--- src/rtl/cfg_pkg.sv ---
package cfg_pkg;

    parameter int CFG_M_W = 9;
    parameter int CFG_N_W = 2;
    parameter int CFG_T_W = 3;
    parameter int CFG_SYNC_STAGES = 2;

    typedef enum logic [0:0] {
        ST_PBLOCK = 1'b0,
        ST_OPEN   = 1'b1
    } arb_state_e;

    typedef enum logic [1:0] {
        CM_NONE = 2'd0,
        CM_PAR  = 2'd1,
        CM_SER  = 2'd2
    } commit_e;

endpackage

--- src/rtl/cfg_sync_bank.sv ---
module cfg_sync_bank #(
    parameter int LANES  = 4,
    parameter int STAGES = 2
) (
    input  logic             clk,
    input  logic             rst_n,
    input  logic [LANES-1:0] pin_i,
    output logic [LANES-1:0] lvl_o
);

    for (genvar l = 0; l < LANES; l++) begin : g_lane
        logic [STAGES-1:0] chain_q;

        if (STAGES == 1) begin : g_one
            always_ff @(posedge clk or negedge rst_n) begin
                if (!rst_n) chain_q <= '0;
                else        chain_q <= pin_i[l];
            end
        end else begin : g_many
            always_ff @(posedge clk or negedge rst_n) begin
                if (!rst_n) chain_q <= '0;
                else        chain_q <= {chain_q[STAGES-2:0], pin_i[l]};
            end
        end

        assign lvl_o[l] = chain_q[STAGES-1];
    end

endmodule

--- src/rtl/cfg_edge_det.sv ---
module cfg_edge_det #(
    parameter int LANES = 3
) (
    input  logic             clk,
    input  logic             rst_n,
    input  logic [LANES-1:0] lvl_i,
    output logic [LANES-1:0] rise_o,
    output logic [LANES-1:0] fall_o
);

    logic [LANES-1:0] prev_q;

    always_ff @(posedge clk or negedge rst_n) begin
        if (!rst_n) prev_q <= '0;
        else        prev_q <= lvl_i;
    end

    assign rise_o = lvl_i & ~prev_q;
    assign fall_o = ~lvl_i & prev_q;

    for (genvar l = 0; l < LANES; l++) begin : g_chk
        // a detected edge lasts exactly one cycle
        a_r10_rise_single: assert property (@(posedge clk) disable iff (!rst_n)
            rise_o[l] |=> !rise_o[l]);
        a_r10_fall_single: assert property (@(posedge clk) disable iff (!rst_n)
            fall_o[l] |=> !fall_o[l]);
    end

endmodule

--- src/rtl/cfg_shift_reg.sv ---
module cfg_shift_reg #(
    parameter int SR_W = 14
) (
    input  logic            clk,
    input  logic            rst_n,
    input  logic            shift_en,
    input  logic            bit_in,
    output logic [SR_W-1:0] word_o
);

    logic [SR_W-1:0] sr_q;

    always_ff @(posedge clk or negedge rst_n) begin
        if (!rst_n)        sr_q <= '0;
        else if (shift_en) sr_q <= {sr_q[SR_W-2:0], bit_in};
    end

    assign word_o = sr_q;

    // the word moves only on a detected serial-clock rise
    a_r3_hold_idle: assert property (@(posedge clk) disable iff (!rst_n)
        !shift_en |=> $stable(sr_q));
    // the bit just taken sits at the bottom
    a_r3_bit_enters_low: assert property (@(posedge clk) disable iff (!rst_n)
        shift_en |=> sr_q[0] == $past(bit_in));

endmodule

--- src/rtl/cfg_commit_ctrl.sv ---
module cfg_commit_ctrl
    import cfg_pkg::*;
#(
    parameter int M_W = 9,
    parameter int N_W = 2,
    parameter int T_W = 3,
    localparam int SR_W = M_W + N_W + T_W
) (
    input  logic            clk,
    input  logic            rst_n,
    input  logic            p_rise,
    input  logic            p_fall,
    input  logic            s_fall,
    input  logic [M_W-1:0]  pin_m,
    input  logic [N_W-1:0]  pin_n,
    input  logic [SR_W-1:0] sr_word,
    output logic [M_W-1:0]  m_o,
    output logic [N_W-1:0]  n_o,
    output logic [T_W-1:0]  t_o,
    output logic            upd_o
);

    arb_state_e state_q, state_d;
    commit_e    sel;

    logic [M_W-1:0] m_q, m_d;
    logic [N_W-1:0] n_q, n_d;
    logic [T_W-1:0] t_q, t_d;
    logic           upd_q;

    // state register
    always_ff @(posedge clk or negedge rst_n) begin
        if (!rst_n) state_q <= ST_PBLOCK;
        else        state_q <= state_d;
    end

    // transitions and commit selection
    always_comb begin
        state_d = state_q;
        sel     = CM_NONE;
        unique case (state_q)
            ST_PBLOCK: begin
                if (p_rise) begin
                    sel     = CM_PAR;      // T_PAR_CAPTURE
                    state_d = ST_OPEN;
                end
            end
            ST_OPEN: begin
                if (p_fall) begin
                    state_d = ST_PBLOCK;   // T_PAR_DROP
                end else if (s_fall) begin
                    sel     = CM_SER;      // T_SER_COMMIT
                end
            end
        endcase
    end

    // next settings
    always_comb begin
        m_d = m_q;
        n_d = n_q;
        t_d = t_q;
        unique case (sel)
            CM_PAR: begin
                m_d = pin_m;
                n_d = pin_n;
            end
            CM_SER: begin
                t_d = sr_word[SR_W-1 -: T_W];
                n_d = sr_word[M_W +: N_W];
                m_d = sr_word[M_W-1:0];
            end
            default: ;
        endcase
    end

    // output registers
    always_ff @(posedge clk or negedge rst_n) begin
        if (!rst_n) begin
            m_q   <= '1;
            n_q   <= '0;
            t_q   <= '0;
            upd_q <= 1'b0;
        end else begin
            m_q   <= m_d;
            n_q   <= n_d;
            t_q   <= t_d;
            upd_q <= (sel != CM_NONE) && ({m_d, n_d, t_d} != {m_q, n_q, t_q});
        end
    end

    assign m_o   = m_q;
    assign n_o   = n_q;
    assign t_o   = t_q;
    assign upd_o = upd_q;

    // serial fall while the parallel strobe is low leaves settings alone
    a_r5_blocked_serial: assert property (@(posedge clk) disable iff (!rst_n)
        (state_q == ST_PBLOCK && s_fall && !p_rise) |=> $stable({m_q, n_q, t_q}));
    // coincident parallel rise and serial fall, pins win
    a_r6_parallel_wins: assert property (@(posedge clk) disable iff (!rst_n)
        (p_rise && s_fall) |=> (m_q == $past(pin_m)) && (n_q == $past(pin_n)));
    // parallel load keeps the test code
    a_r7_t_kept: assert property (@(posedge clk) disable iff (!rst_n)
        p_rise |=> $stable(t_q));
    // pulse only with a real change
    a_r9_pulse_on_change: assert property (@(posedge clk) disable iff (!rst_n)
        upd_q |-> ({m_q, n_q, t_q} != $past({m_q, n_q, t_q})));

endmodule

--- src/rtl/synth_cfg_reg.sv ---
module synth_cfg_reg
    import cfg_pkg::*;
#(
    parameter int M_W         = CFG_M_W,
    parameter int N_W         = CFG_N_W,
    parameter int T_W         = CFG_T_W,
    parameter int SYNC_STAGES = CFG_SYNC_STAGES,
    localparam int SR_W       = M_W + N_W + T_W,
    localparam int RATIO_W    = 1 << N_W
) (
    input  logic               clk,
    input  logic               rst_n,
    input  logic               par_strobe,
    input  logic [M_W-1:0]     par_m,
    input  logic [N_W-1:0]     par_n,
    input  logic               ser_clk,
    input  logic               ser_data,
    input  logic               ser_strobe,
    output logic [M_W-1:0]     cfg_m,
    output logic [N_W-1:0]     cfg_n,
    output logic [T_W-1:0]     cfg_t,
    output logic [RATIO_W-1:0] div_ratio_oh,
    output logic               cfg_update
);

    localparam int L_PAR  = 0;
    localparam int L_SCLK = 1;
    localparam int L_SLD  = 2;
    localparam int L_DATA = 3;

    logic [3:0] sync_lvl;
    logic [2:0] rise, fall;
    logic [SR_W-1:0] sr_word;

    cfg_sync_bank #(.LANES(4), .STAGES(SYNC_STAGES)) u_sync (
        .clk   (clk),
        .rst_n (rst_n),
        .pin_i ({ser_data, ser_strobe, ser_clk, par_strobe}),
        .lvl_o (sync_lvl)
    );

    cfg_edge_det #(.LANES(3)) u_edge (
        .clk    (clk),
        .rst_n  (rst_n),
        .lvl_i  (sync_lvl[2:0]),
        .rise_o (rise),
        .fall_o (fall)
    );

    cfg_shift_reg #(.SR_W(SR_W)) u_shift (
        .clk      (clk),
        .rst_n    (rst_n),
        .shift_en (rise[L_SCLK]),
        .bit_in   (sync_lvl[L_DATA]),
        .word_o   (sr_word)
    );

    cfg_commit_ctrl #(.M_W(M_W), .N_W(N_W), .T_W(T_W)) u_ctrl (
        .clk     (clk),
        .rst_n   (rst_n),
        .p_rise  (rise[L_PAR]),
        .p_fall  (fall[L_PAR]),
        .s_fall  (fall[L_SLD]),
        .pin_m   (par_m),
        .pin_n   (par_n),
        .sr_word (sr_word),
        .m_o     (cfg_m),
        .n_o     (cfg_n),
        .t_o     (cfg_t),
        .upd_o   (cfg_update)
    );

    for (genvar r = 0; r < RATIO_W; r++) begin : g_ratio
        assign div_ratio_oh[r] = (cfg_n == N_W'(r));
    end

    // exactly one ratio selected
    a_r8_ratio_onehot: assert property (@(posedge clk) disable iff (!rst_n)
        $countones(div_ratio_oh) == 1);
    // update pulse never lasts two cycles
    a_r9_pulse_single: assert property (@(posedge clk) disable iff (!rst_n)
        cfg_update |=> !cfg_update);

endmodule

--- config.mk ---
export PLATFORM = sky130hd
export DESIGN_NAME = synth_cfg_reg
export DESIGN_NICKNAME = d
export VERILOG_FILES = /design/src/rtl/cfg_pkg.sv /design/src/rtl/cfg_sync_bank.sv /design/src/rtl/cfg_edge_det.sv /design/src/rtl/cfg_shift_reg.sv /design/src/rtl/cfg_commit_ctrl.sv /design/src/rtl/synth_cfg_reg.sv
export SDC_FILE = /design/constraint.sdc
export NUM_CORES = 1
export LEC_CHECK = 0
export BUFFER_PORTS_ARGS = -buffer_cell sky130_fd_sc_hd__buf_2
export CAP_MARGIN = 20
export CELL_PAD_IN_SITES_DETAIL_PLACEMENT = 0
export CELL_PAD_IN_SITES_GLOBAL_PLACEMENT = 1
export CORE_ASPECT_RATIO = 2
export CORE_MARGIN = 3
export CORE_UTILIZATION = 30
export DETAILED_ROUTE_END_ITERATION = 6
export MAX_ROUTING_LAYER = met4
export PLACE_DENSITY = 0.63
export SYNTH_ARGS = -nofsm -noshare
export SYNTH_HDL_FRONTEND = slang
export SYNTH_HIERARCHICAL = 1
export SYNTH_SLANG_ARGS = --single-unit
--- constraint.sdc ---
create_clock -name clk -period 5.8 [get_ports clk]
set_input_delay 0.29 -clock clk [delete_from_list [all_inputs] [get_ports clk]]
set_output_delay 0.29 -clock clk [all_outputs]
set_load 0.02 [all_outputs]
# Word-level counts from Yosys, hierarchy flattened
# Index checks and enable logic that the tools add are counted.
dict set report totals {
  word_cells 35
  regBits 41
  input_bits 17
  output_inout_bits 19
}
dict set report op_classes {
  n_bitwise 5
  n_eq_ne 6
  n_mux 10
  reduce_logical 3
}
# operator n
set ops {}
lappend ops {{9-bit one-hot mux with 2 select lines} 1}
lappend ops {{14-bit inequality test} 1}
lappend ops {{2-bit one-hot mux with 2 select lines} 2}
lappend ops {{2-bit equality test (second input constant)} 3}
lappend ops {{2-bit by 1-bit equality test with 1-bit output (second input constant)} 2}
lappend ops {{2-bit 2-to-1 mux} 2}
lappend ops {{3-bit bitwise AND} 1}
lappend ops {{1-bit 2-to-1 mux} 3}
lappend ops {{3-bit 2-to-1 mux} 1}
lappend ops {{3-bit NOT} 1}
lappend ops {{2-bit bitwise AND} 1}
lappend ops {{2-bit zero test} 1}
lappend ops {{2-bit NOT} 1}
lappend ops {{1-bit one-hot mux with 2 select lines} 1}
lappend ops {{2-bit nonzero test} 1}
lappend ops {{1-bit logical AND} 1}
lappend ops {{1-bit NOT} 1}

# Depth between registers and ports, before layout
# Gate-level depths: netlist (run 1).
dict set report logic_depth {
  depth_word 9
  depth_mapped 9
  mapped_depth_nobuf 6
}

# Hierarchy
# The synthesis (run 1) kept the hierarchy.
# module area_per_inst_um2 seq_area_each_um2 cells_each instances
set by_module_without_submodules {}
lappend by_module_without_submodules {cfg_commit_ctrl 914.6 411.6 92 1}
lappend by_module_without_submodules {cfg_shift_reg 519.2 350.3 29 1}
lappend by_module_without_submodules {cfg_sync_bank 230.2 200.2 12 1}
lappend by_module_without_submodules {cfg_edge_det 127.6 75.1 9 1}
lappend by_module_without_submodules {synth_cfg_reg 26.3 0.0 4 1}

# Worst setup path before layout (run 1)
# Ideal clock, no wire load.
dict set report synth_path {
  kind {register to register}
  startpoint {register u_sync.g_lane[0].chain_q[1]}
  endpoint {register u_ctrl.upd_q, in the netlist u_ctrl/upd_o}
  required_ns 5.662
  path_buffers 3
  arrival_ns 1.936
  stages_incl_launch_ff 10
  period_less_slack_ns 2.074
  setup_time_ns 0.138
  path_slack_ns 3.726
  path_cell_list {dfrtp_1 > buf_4 > and2b_2 > and3b_1 > buf_6 > buf_6 > a22o_1 > o21ai_1 > nand4_1 > or4_1}
}
dict set report synth_via {
  elab_chain_cells 8
  elab_cells_between_ends 14
  classes_between {eq/ne (3); mux (6); bitwise (3); reduce/logical (2)}
}
# item line_no
set synth_rtl {}
lappend synth_rtl {{start, declared} cfg_sync_bank.sv:12} ;# logic [STAGES-1:0] chain_q;
lappend synth_rtl {{start signal, assigned} cfg_sync_bank.sv:22} ;# else chain_q <= {chain_q[STAGES-2:0], pin_i[l]};
lappend synth_rtl {{3-bit NOT (*)} cfg_edge_det.sv:19} ;# assign fall_o = ~lvl_i & prev_q;
lappend synth_rtl {{3-bit bitwise AND (*)} cfg_edge_det.sv:19}
lappend synth_rtl {{net fall[0]} synth_cfg_reg.sv:32} ;# logic [2:0] rise, fall;
lappend synth_rtl {{2-bit 2-to-1 mux (*)} cfg_commit_ctrl.sv:49} ;# if (p_fall) begin
lappend synth_rtl {{2-bit one-hot mux with 2 select lines (*)} cfg_commit_ctrl.sv:41} ;# unique case (state_q)
lappend synth_rtl {{2-bit equality test / 2-bit by 1-bit equality test with 1-bit output (equally long branches)} cfg_commit_ctrl.sv:63} ;# unique case (sel)
lappend synth_rtl {{2-bit one-hot mux with 2 select lines (tied with other cells)} cfg_commit_ctrl.sv:63}
lappend synth_rtl {{14-bit inequality test} cfg_commit_ctrl.sv:88} ;# upd_q <= (sel != CM_NONE) && ({m_d, n_d, t_d} != {m_q, n_q, t_q});
lappend synth_rtl {{1-bit logical AND (*)} cfg_commit_ctrl.sv:88}
lappend synth_rtl {{end signal, assigned} cfg_commit_ctrl.sv:88}
lappend synth_rtl {{end, declared} cfg_commit_ctrl.sv:29} ;# logic upd_q;
# The timed path passes the listed nets; every way through them passes the cells marked *.
# A chain may end at the register's enable or synchronous reset.

# Worst setup path in the final report (run 1)
# Same ends and word-level chain as after synthesis.

==> flow_metrics.env, run 1 <==
export IMPL_grt_usage_pct=12.51
export IMPL_cts_max_level=2
export IMPL_yosysWarnings=6
export IMPL_synth_avg_cell_area_um2=12.50
export IMPL_vias=1226
export IMPL_critical_path_top_delay_family="simple AND/OR/NAND/NOR gates"
export IMPL_port_buffers=35
export IMPL_dieWidth_um=60.78
export IMPL_nets=193
export IMPL_ir_drop_mv=0.1517
export IMPL_antenna_diode_count=0
export IMPL_syn_inst=144
export IMPL_rows=39
export IMPL_path_cells="and2b_2 -> nand3b_1 -> o221ai_1 -> o21ai_0 -> nand4_1 -> or4_1"
export IMPL_clk_latency_ps=280
export IMPL_grt_remaining_overflow=0
export IMPL_syn_to_final_growth_pct=19.39
export IMPL_p_sw_share_pct=32.02
export IMPL_viasPerCell=5.151
export IMPL_crit_required_ps=5950
export IMPL_die_h_um=115.6
export IMPL_start_kind="flop"
export IMPL_worstPathArrival_ps=2440
export IMPL_p_int_mw=0.7292
export IMPL_stdcell_count=238
export IMPL_hold_path_class="in -> reg"
export IMPL_ios=36
export IMPL_die_area_um2=7024
export IMPL_cts_clk_slew_worst_paths_ps=60
export IMPL_clockRootBuffer="clkbuf_16"
export IMPL_gp_congestion=0.7357
export IMPL_path_buf_inv=0
export IMPL_setup_violations=0
export IMPL_antenna_found_initial=0
export IMPL_max_slew_margin_rel_pct=38.27
export IMPL_syn_area_um2=1800
export IMPL_p_sw_mw=0.3434
export IMPL_power_density_nw_per_um2=499.0
export IMPL_hold_buffers=0
export IMPL_finalCritPeriodShare_pct=39.49
export IMPL_clkPwrFrac_pct=30.4
export IMPL_placed_cells=230
export IMPL_dpl_hpwl_um=2903
export IMPL_wl_per_cell_um=16.46
export IMPL_grt_first_pass_wirelength_um=6354
export IMPL_status="completed"
export IMPL_pwr_share_comb_pct=25.9
export IMPL_cp_slowest_cell="or4_1"
export IMPL_core_area_um2=5758
export IMPL_cap_viol_max_count=0
export IMPL_grt_max_degree=42
export IMPL_skew_ps=9.320
export IMPL_max_freq_mhz=436.6
export IMPL_final_util_pct=37.33
export IMPL_fin_hold_ws_ps=114.6
export IMPL_syn_num_nets=161
export IMPL_worst_pin_slew_ps=924.1
export IMPL_grt_pass1_vias=1290
export IMPL_tritoncts="built"
export IMPL_cp_max_fo=15
export IMPL_drt_pre_antenna_iters=4
export IMPL_drive_above_1_share_pct=40.68
export IMPL_total_leakage_power_nw=1.008
export IMPL_fill_cells=572
export IMPL_cts_buffers_inserted=5
export IMPL_hold_violations=0
export IMPL_first_iter_violations=50
export IMPL_criticalPathCategory="reg -> reg"
export IMPL_routed_wl_um=3918
export IMPL_slowest_delay_ps=540
export IMPL_final_max_slew_viol_count=0
export IMPL_period_needed_ps=2291
export IMPL_initial_core_util_pct=31.27
export IMPL_cts_resized=0
export IMPL_ant_nets=0
export IMPL_clk_path_buf_depth=2
export IMPL_clock_sinks=41
export IMPL_cts_setup_buffers=0
export IMPL_pwr_share_seq_pct=43.8
export IMPL_end_kind="flop"
export IMPL_rsz0062_at_grt="false"
export IMPL_drc_errors=0
export IMPL_tns_ps=0
==> final cells by class <==
class / instances / area (um2) / area share [%]
clock inverter: 2 / 37.54 / 1.746
multi-input combinational: 92 / 680.7 / 31.66
inverter: 1 / 3.754 / 0.1746
timing repair buffer: 35 / 175.2 / 8.149
sequential: 41 / 1037 / 48.25
clock buffer: 6 / 138.9 / 6.461
tap: 61 / 76.32 / 3.551
==> per-stage QoR <==
| stage | setup WS, ps | area (um2) | total power [mW] |
|---|---|---|---|
| after floorplan | 3726 | 1800 | 0.6543 |
| after global placement | 3593 | 1973 | 0.7508 |
| after detailed placement | 3513 | 1973 | 0.7574 |
| after CTS | 3510 | 2150 | 1.089 |
| after global routing | 3393 | 2150 | 1.136 |
| final | 3509 | 2150 | 1.073 |
==> final timing paths <==
| path | start | end | slack (ps) | depth (start not counted) |
|---|---|---|---|---|
| setup / recovery | u_sync/g_lane[0].chain_q[1] | u_ctrl/upd_o | 3510 | 6 |
| hold / removal | ser_data | u_sync/g_lane[3].chain_q[0] | 110 | 1 |
| setup reg to reg | u_sync/g_lane[0].chain_q[1] | u_ctrl/upd_o | 3510 | 6 |
| hold reg to reg | u_sync/g_lane[3].chain_q[0] | u_sync/g_lane[3].chain_q[1] | 350 | 0 |
| max in group asynchronous | rst_n | u_ctrl/n_o[1] | 5080 | 1 |
| min in group asynchronous | rst_n | u_shift/word_o[2] | 140 | 1 |
==> sequential cells by signal, summed over array words and instances, names as in the netlist <==
signal / count
u_shift/word_o: 14
u_ctrl/m_o: 9
u_sync/g_lane.chain_q: 8
u_ctrl/t_o: 3
u_edge/prev_q: 3
u_ctrl/n_o: 2
u_ctrl/state_q: 1
u_ctrl/upd_o: 1
==> routing by layer <==
layer / GRT usage (%) / part of all wire (%)
met2: 21.80 / 56
met1: 13.69 / 39
met5: - / 0
met3: 2.564 / 3.9
met4: 4.197 / 1.3
==> power groups by stage <==
| stage | sequential, mW | clock [mW] | combinational [mW] |
|---|---|---|---|
| after floorplan | 0.496 | 0 | 0.158 |
| after CTS | 0.471 | 0.335 | 0.283 |
| final | 0.469 | 0.326 | 0.278 |
| after global routing | 0.486 | 0.348 | 0.302 |
| after detailed placement | 0.476 | 0 | 0.282 |
| after global placement | 0.471 | 0 | 0.279 |
==> worst reg2reg max path: stages (launching register included) <==
cell	delay, ps
dfrtp_1	390
and2b_2	230
nand3b_1	490
o221ai_1	220
o21ai_0	120
nand4_1	170
or4_1	540
==> cell usage in the layout (no fill, tap or decap), drive strengths merged, types with 2 or more instances in the layout <==
master and n:
buf 35, nand2 15, dfrtp 32, dfstp 9
a21o 9, a22oi 2, clkbuf 6, nor2b 2
a22o 8, xnor2 3, nand4 2, nor2 2
o22ai 2, o221ai 9, and2b 5, mux2 14
o21ai 9
(Power assumes the default switching activity.)
==> run 2, diff against run 1 <==
PLACE_DENSITY = 0.65   (was 0.63)
clock period = 2.05 ns   (was 5.8 ns; I/O delays follow)
==> flow_metrics.env, run 2 (synthesis gave the netlist of run 1 again) <==
export IMPL_status="finished, violations left"
export IMPL_violations="hold timing"
export IMPL_final_common_cell="buf_2"
export IMPL_multi_input_area_um2=703.2
export IMPL_fin_hold_ws_ps=-42.27
export IMPL_rsz0062_at_grt="true"
export IMPL_grt_first_pass_wirelength_um=6548
export IMPL_syn_to_final_growth_pct=23.97
export IMPL_max_freq_mhz=490.6
export IMPL_p_sw_mw=0.9728
export IMPL_fill_cells=582
export IMPL_ir_drop_mv=0.4186
export IMPL_antenna_found_initial=0
export IMPL_criticalPathCategory="reg -> reg"
export IMPL_core_area_um2=5758
export IMPL_pwr_share_comb_pct=28.0
export IMPL_cp_max_fo=7
export IMPL_rows=39
export IMPL_setup_violations=0
export IMPL_first_iter_violations=109
export IMPL_total_leakage_power_nw=1.054
export IMPL_period_needed_ps=2038
export IMPL_cts_max_level=2
export IMPL_tns_ps=0
export IMPL_viasPerCell=5.339
export IMPL_worst_pin_slew_ps=918.5
export IMPL_grt_usage_pct=12.98
export IMPL_initial_core_util_pct=31.27
export IMPL_crit_required_ps=2190
export IMPL_largest_reg_flops=14
export IMPL_critPathLaunch="u_sync/g_lane[0].chain_q[1]"
export IMPL_final_max_slew_viol_count=0
export IMPL_r2r_cells=6
export IMPL_p_sw_share_pct=33.09
export IMPL_cts_buffers_inserted=5
export IMPL_vias=1324
export IMPL_clk_path_buf_depth=2
export IMPL_gp_congestion=0.8099
export IMPL_timing_rr_end="u_ctrl/upd_o"
export IMPL_tritoncts="built"
export IMPL_max_slew_margin_rel_pct=38.77
export IMPL_drc_errors=0
export IMPL_finalCritPeriodShare_pct=99.42
export IMPL_end_kind="flop"
export IMPL_seqCellArea_um2=1037
export IMPL_drt_pre_antenna_iters=4
export IMPL_die_h_um=115.6
export IMPL_worst_r2r_startpoint="u_sync/g_lane[0].chain_q[1]"
export IMPL_worstPathArrival_ps=2180
export IMPL_nets=203
export IMPL_power_density_nw_per_um2=1317
export IMPL_cts_clk_slew_worst_paths_ps=60
export IMPL_grt_pass1_vias=1338
export IMPL_ant_nets=0
export IMPL_pwr_share_seq_pct=45.6
export IMPL_ios=36
export IMPL_drive_above_1_share_pct=42.25
export IMPL_hold_violations=32
export IMPL_start_kind="flop"
export IMPL_clockRootBuffer="clkbuf_16"
export IMPL_hold_path_class="in -> async"
export IMPL_dieWidth_um=60.78
export IMPL_skew_ps=4.252
export IMPL_dpl_hpwl_um=2958
export IMPL_grt_remaining_overflow=0
export IMPL_die_area_um2=7024
export IMPL_p_int_mw=1.967
export IMPL_cap_viol_max_count=0
export IMPL_clkPwrFrac_pct=26.4
export IMPL_antenna_diode_count=0
export IMPL_clk_latency_ps=280
export IMPL_rrSetupSlack_ps=10
export IMPL_clock_sinks=41
export IMPL_final_util_pct=38.77
export IMPL_most_common_layout_cells="buf_2 (35), dfrtp_1 (32), nand2_1 (15), mux2_2 (14)"
export IMPL_port_buffers=35
export IMPL_wl_per_cell_um=16.71
export IMPL_routed_wl_um=4145
export IMPL_grt_max_degree=42
-- run 2: layer usage --
metal	routed length, um	part of all wire [%]	global-route usage [%]
met1	1521	37	13.38
met2	2402	58	22.52
met5	0	0	-
met3	146	3.5	3.122
met4	75	1.8	5.644
-- run 2: how the worst max path moves through the flow --
stage / end / cells past startpoint / slack, ps
2_1_floorplan: u_ctrl/upd_o / 9 / -10
3_3_place_gp: u_ctrl/upd_o / 6 / -50
3_5_place_dp: u_ctrl/upd_o / 6 / -60
4_1_cts: u_ctrl/upd_o / 6 / 1
5_1_grt: u_ctrl/upd_o / 6 / -100
6_report: u_ctrl/upd_o / 6 / 10
-- run 2: cell type report --
cell class	count	share of cell area, %
inverter	1	0.1682
multi-input combinational	93	31.50
sequential	41	46.47
timing repair buffer	44	11.88
clock buffer	8	6.558
tap	61	3.419
-- run 2: what timing repair did --
item / CTS / global route
resized for setup: 3 / 3
setup endpoints to repair: 1 / 1
pin swaps: 1 / 2
gates cloned: 1 / 0
hold endpoints to repair: 4 / 0
hold buffers: 4 / 0
setup buffers: 0 / 0
-- run 2: metrics by stage --
step / area (um2) / hold slack, ps / std cells / worst slack (ps) / power, mW
after floorplan: 1800 / -193.1 / 144 / -11.16 / 1.852
after global placement: 2023 / 210.2 / 235 / -46.31 / 2.141
after detailed placement: 2023 / 211.9 / 235 / -59.16 / 2.167
after CTS: 2222 / 0.3214 / 248 / 1.243 / 2.970
after global routing: 2232 / 48.46 / 248 / -95.25 / 3.112
final: 2232 / -42.27 / 248 / 11.83 / 2.940
-- run 2: critical path: stages (launching register included) --
cell and delay [ps]:
dfrtp_1 380, and2b_2 250, and3b_2 280, a22o_1 210
o21ai_1 140, nand4_1 160, or4_1 490
-- run 2: power by group through the flow --
stage / combinational, mW / sequential [mW] / clock [mW]
after floorplan: 0.447 / 1.40 / 0
after CTS: 0.826 / 1.34 / 0.802
after detailed placement: 0.813 / 1.35 / 0
after global routing: 0.895 / 1.38 / 0.839
after global placement: 0.801 / 1.34 / 0
final: 0.824 / 1.34 / 0.776
